--- config.mk ---
export PLATFORM = sky130hd
export DESIGN_NAME = can_irq_flags
export DESIGN_NICKNAME = d
export VERILOG_FILES = /design/src/rtl/can_irq_pkg.sv /design/src/rtl/mbx_empty_reduce.sv /design/src/rtl/ovld_flag.sv /design/src/rtl/irq_readback.sv /design/src/rtl/can_irq_flags.sv
export SDC_FILE = /design/constraint.sdc
export NUM_CORES = 1
export LEC_CHECK = 0
export CELL_PAD_IN_SITES_DETAIL_PLACEMENT = 1
export CELL_PAD_IN_SITES_GLOBAL_PLACEMENT = 2
export CORE_UTILIZATION = 10
export DETAILED_ROUTE_END_ITERATION = 10
export GPL_ROUTABILITY_DRIVEN = 1
export GPL_TIMING_DRIVEN = 0
export PLACE_DENSITY_LB_ADDON = 0.1
export SYNTH_ARGS = -nofsm -noshare
export SYNTH_HDL_FRONTEND = slang
export SYNTH_HIERARCHICAL = 1
export SYNTH_SLANG_ARGS = --single-unit
--- constraint.sdc ---
create_clock -name clk -period 0.99 [get_ports clk]
set_clock_uncertainty 0.15 [all_clocks]
set_input_delay 0.198 -clock clk [delete_from_list [all_inputs] [get_ports clk]]
set_output_delay 0.198 -clock clk [all_outputs]
set_load 0.03 [all_outputs]
--- src/rtl/can_irq_pkg.sv ---
package can_irq_pkg;
  localparam int unsigned OVLD_POS = 7;
  localparam int unsigned MBX_POS  = 8;
  localparam int unsigned MIN_REG_W = MBX_POS + 1;

  typedef struct packed {
    logic mbx;
    logic ovld;
  } flag_pair_t;
endpackage

--- src/rtl/mbx_empty_reduce.sv ---
module mbx_empty_reduce #(
  parameter int unsigned N_MBOX = 16
) (
  input  logic              clk,
  input  logic              rst,
  input  logic [N_MBOX-1:0] tx_ack,
  input  logic [N_MBOX-1:0] abort_ack,
  input  logic [N_MBOX-1:0] mbx_mask,
  output logic              empty_d,
  output logic              empty_q
);
  logic [N_MBOX-1:0] live;

  for (genvar i = 0; i < N_MBOX; i++) begin : g_mbx
    assign live[i] = (tx_ack[i] | abort_ack[i]) & ~mbx_mask[i];
  end

  assign empty_d = |live;

  always_ff @(posedge clk) begin
    if (rst) empty_q <= 1'b0;
    else     empty_q <= empty_d;
  end

  assert_unmasked_tx_sets_R1: assert property (@(posedge clk) disable iff (rst)
    ((tx_ack & ~mbx_mask) != '0) |=> empty_q);
  assert_no_ack_drops_R2: assert property (@(posedge clk) disable iff (rst)
    (tx_ack == '0 && abort_ack == '0) |=> !empty_q);
  assert_full_mask_drops_R3: assert property (@(posedge clk) disable iff (rst)
    (&mbx_mask) |=> !empty_q);
endmodule

--- src/rtl/ovld_flag.sv ---
module ovld_flag (
  input  logic clk,
  input  logic rst,
  input  logic det,
  input  logic listen_only,
  input  logic clr_req,
  output logic flag_d,
  output logic flag_q,
  output logic frame_req_q
);
  assign flag_d = det | (flag_q & ~clr_req);

  always_ff @(posedge clk) begin
    if (rst) begin
      flag_q      <= 1'b0;
      frame_req_q <= 1'b0;
    end else begin
      flag_q      <= flag_d;
      frame_req_q <= det & ~listen_only;
    end
  end

  assert_det_sets_R5: assert property (@(posedge clk) disable iff (rst)
    det |=> flag_q);
  assert_sticky_R6: assert property (@(posedge clk) disable iff (rst)
    (!det && !clr_req) |=> $stable(flag_q));
  assert_clear_R6: assert property (@(posedge clk) disable iff (rst)
    (!det && clr_req) |=> !flag_q);
  assert_set_wins_R7: assert property (@(posedge clk) disable iff (rst)
    (det && clr_req) |=> flag_q);
  assert_frame_req_R10: assert property (@(posedge clk) disable iff (rst)
    (det && listen_only) |=> !frame_req_q);
endmodule

--- src/rtl/irq_readback.sv ---
module irq_readback
  import can_irq_pkg::*;
#(
  parameter int unsigned REG_W = 16
) (
  input  logic             clk,
  input  logic             rst,
  input  flag_pair_t       next_flags,
  input  flag_pair_t       cur_flags,
  output logic             irq_q,
  output logic [REG_W-1:0] rd_data
);
  always_ff @(posedge clk) begin
    if (rst) irq_q <= 1'b0;
    else     irq_q <= next_flags.mbx | next_flags.ovld;
  end

  always_comb begin
    rd_data           = '0;
    rd_data[OVLD_POS] = cur_flags.ovld;
    rd_data[MBX_POS]  = cur_flags.mbx;
  end

  assert_irq_tracks_R9: assert property (@(posedge clk) disable iff (rst)
    irq_q == (cur_flags.mbx | cur_flags.ovld));
endmodule

--- src/rtl/can_irq_flags.sv ---
module can_irq_flags
  import can_irq_pkg::*;
#(
  parameter int unsigned N_MBOX = 16,
  parameter int unsigned REG_W  = 16
) (
  input  logic              clk,
  input  logic              rst,
  input  logic [N_MBOX-1:0] tx_ack,
  input  logic [N_MBOX-1:0] abort_ack,
  input  logic [N_MBOX-1:0] mbx_mask,
  input  logic              ovld_det,
  input  logic              listen_only,
  input  logic              wr_en,
  input  logic [REG_W-1:0]  wr_data,
  output logic              mbx_empty,
  output logic              ovld_flag,
  output logic              irq,
  output logic              ovld_frame_req,
  output logic [REG_W-1:0]  rd_data
);
  logic       mbx_d;
  logic       ovld_d;
  logic       clr_req;
  flag_pair_t next_flags;
  flag_pair_t cur_flags;

  assign clr_req = wr_en & wr_data[OVLD_POS];

  mbx_empty_reduce #(.N_MBOX(N_MBOX)) i_reduce (
    .clk      (clk),
    .rst      (rst),
    .tx_ack   (tx_ack),
    .abort_ack(abort_ack),
    .mbx_mask (mbx_mask),
    .empty_d  (mbx_d),
    .empty_q  (mbx_empty)
  );

  ovld_flag i_ovld (
    .clk        (clk),
    .rst        (rst),
    .det        (ovld_det),
    .listen_only(listen_only),
    .clr_req    (clr_req),
    .flag_d     (ovld_d),
    .flag_q     (ovld_flag),
    .frame_req_q(ovld_frame_req)
  );

  assign next_flags = '{mbx: mbx_d, ovld: ovld_d};
  assign cur_flags  = '{mbx: mbx_empty, ovld: ovld_flag};

  irq_readback #(.REG_W(REG_W)) i_rb (
    .clk       (clk),
    .rst       (rst),
    .next_flags(next_flags),
    .cur_flags (cur_flags),
    .irq_q     (irq),
    .rd_data   (rd_data)
  );

  initial begin
    assert_reg_width_R9: assert (REG_W >= MIN_REG_W);
  end

  assert_write_cannot_set_R4: assert property (@(posedge clk) disable iff (rst)
    (wr_en && wr_data != '0 && tx_ack == '0 && abort_ack == '0) |=> !mbx_empty);
  assert_zero_write_keeps_R6: assert property (@(posedge clk) disable iff (rst)
    (wr_en && !wr_data[OVLD_POS] && !ovld_det) |=> $stable(ovld_flag));
endmodule

==> impl_metrics.json <==
{
  "status": "finished, violations left",
  "violations": "setup timing",
  "path_max_fanout": 3,
  "path_buf_inv": 2,
  "vdd_drop_max_mv": 0.391,
  "insertion_delay_ns": 0.22,
  "port_buffers": 59,
  "antenna_found_initial": 0,
  "synth_common_cells": "buf_4 (16), o21bai_1 (12), dfxtp_1 (4), nor2_1 (4), o2111a_1 (4)",
  "synth_warnings": 6,
  "synth_area_um2": 433,
  "cap_violations": 0,
  "htreeDepth": 1,
  "fp.coreArea_um2": 4090,
  "crit_chain": "buf_6 > buf_6",
  "viasPerCell": 3.56,
  "ys_async_sr_fraction_pct": 0,
  "ant_nets": 0,
  "critPathKind": "reg -> out",
  "die_h_um": 67.8,
  "rows": 23,
  "clock_path_buffers": 2,
  "min_path_type": "in -> reg",
  "drive_gt1_share_pct": 63.1,
  "cts_tree": "built",
  "worst_slack_ns": -0.146,
  "p_leak_nw": 0.570,
  "fp.dieW_um": 67.8,
  "min_period_ns": 1.14,
  "grt-ovfl-total": 0,
  "gp_congestion": 0.629,
  "numCtsBuffers": 3,
  "dr.pass1.iters": 4,
  "wire_per_inst_um": 10.1,
  "vias": 640,
  "post-dp-hpwl_mm": 1.63,
  "grt_pass1_vias": 629,
  "grt_pass1_wl_mm": 2.53,
  "synth_top_area_cell": "buf_4",
  "avgSynthCellArea_um2": 8.66,
  "synth_most_common_cell": "buf_4",
  "routed_wl_mm": 1.81,
  "cts-root-buf": "clkbuf_8",
  "drcViolationCount": 0,
  "drt_iter0_drc": 3,
  "synth.distinct_cells": 15,
  "power_uw": 936,
  "setup_viol": 7,
  "critPathCaptureType": "output port",
  "cts.sinks": 4,
  "start_util_pct": 10.6,
  "synthCells": 50,
  "synth-seq-cells": 4,
  "tns_ns": -0.465,
  "io_pins": 89,
  "synth_area_leaders": "buf_4 (28%), o21bai_1 (21%), dfxtp_1 (18%)",
  "clkSlewWorstSetupHoldPaths_ns": 0.03,
  "cp-start-kind": "register",
  "critPathSlowestCell": "dfxtp_4",
  "final_core_util_pct": 26.5,
  "crit_family": "flip-flops",
  "cp_common_cell": "buf_6",
  "fin_crit_sh_pct": 115,
  "rsz0062_at_grt": "yes",
  "nets": 201,
  "placed_cells": 172,
  "crit_required_ns": 0.64,
  "power.density_nw_per_um2": 863,
  "area_delta_synth_final_pct": 150,
  "synth-edff-count": 0,
  "cp_slowest_stage_delay_ns": 0.34,
  "drv_slew": 0,
  "die-area_um2": 4600,
  "synth_top_area_share_pct": 27.7,
  "synth_ff_type": "dfxtp_1",
  "hold_viol_final": 0,
  "cp.arrival_ns": 0.79,
  "diodes": 0,
  "finalNonFillerCells": 180,
  "track_usage_pct": 7.58,
  "grt_max_degree": 5,
  "fmax_ghz": 0.880,
  "yosysSeqAreaShare_pct": 18.5
}
==> worst register-to-register path: cells and delay by family, from the launching register on <==
| kind | cells | cell delay [ns] |
|---|---|---|
| buf+inv | 1 | 0.13 |
| compound gates | 1 | 0.17 |
| flops | 1 | 0.34 |
| simple gates | 2 | 0.11 |
==> per-layer routing <==
layer	vias to the layer above	part of all wire [%]	GRT usage, %	wire length (um)
met5	-	0	0	0
met4	0	2.0	4.69	37
met3	4	18	4.05	328
met2	45	50	13.9	909
met1	280	30	6.33	535
li1	311	-	-	-
==> what timing repair did <==
action | CTS | global route
buffers inserted | 5 | 0
setup endpoints to repair | 8 | 8
pin swaps | 24 | 12
hold buffers | 0 | 0
resized for setup | 186 | 8
==> cells in the final DEF, fill, tap and decap left out <==
cell type / n
buf_2: 31
buf_4: 19
conb_1: 14
buf_6: 13
o21bai_1: 10
clkdlybuf4s15_1: 6
clkbuf_2: 5
nor2_1: 4
o2111a_1: 4
clkbuf_8: 3
dfxtp_2: 3
clkdlybuf4s50_1: 3
dlygate4sd2_1: 3
o21bai_4: 2
and2_1: 1
inv_1: 1
nand2b_4: 1
nand2_2: 1
a21oi_2: 1
nor3_2: 1
dfxtp_4: 1
o21ba_1: 1
nand4_1: 1
a41oi_2: 1
==> per-stage QoR <==
stage	worst slack, ns	hold WS, ns	instance area (um^2)
floorplan	-0.0549	0.103	484
global placement	-0.604	0.331	1140
detailed placement	-0.615	0.338	1140
CTS	-0.154	0.277	1080
global route	-0.174	0.280	1080
finish	-0.146	0.267	1080
==> worst paths after layout <==
check,cells after the start,from,end,slack (ns)
setup / recovery,2,i_ovld/flag_q$_SDFF_PP0_,rd_data[7],-0.15
hold / removal,4,tx_ack[3],i_reduce/empty_q$_SDFF_PP0_,0.27
setup reg to reg,4,i_ovld/flag_q$_SDFF_PP0_,i_rb/irq_q$_SDFF_PP0_,-0.03
hold reg to reg,4,i_ovld/flag_q$_SDFF_PP0_,i_ovld/flag_q$_SDFF_PP0_,0.56
==> cells by family (layout without fill, tap and decap cells) <==
family / count (synthesis) / after routing / synth area share (%)
flops: 4 / 4 / 18.5
other cells: 1 / 14 / 0.866
simple gates: 9 / 9 / 12.7
compound gates: 19 / 19 / 39.3
buf+inv: 17 / 84 / 28.6
==> power breakdown <==
part           leakage [nW]  switching [mW]  internal [mW]  total, mW
Clock                0.0216          0.0870          0.259      0.346
Sequential           0.0344         0.00610          0.172      0.178
Combinational         0.514           0.182          0.229      0.411
Total                 0.570           0.275          0.661      0.936
==> flip-flops by register name, summed over array words and instances, names as in the netlist <==
name / cells
i_reduce/empty_q: 1
i_rb/irq_q: 1
i_ovld/flag_q: 1
i_ovld/frame_req_q: 1
==> layout make-up <==
| type | count | area [um^2] |
|---|---|---|
| flip-flops and latches | 4 | 87.6 |
| plain buffers | 16 | 128 |
| well taps | 50 | 62.6 |
| inverters | 1 | 3.75 |
| repair buffers | 64 | 458 |
| clock buffers | 3 | 41.3 |
| multi-input cells | 42 | 303 |
| fillers | 507 | 3000 |
(Power assumes the default switching activity.)
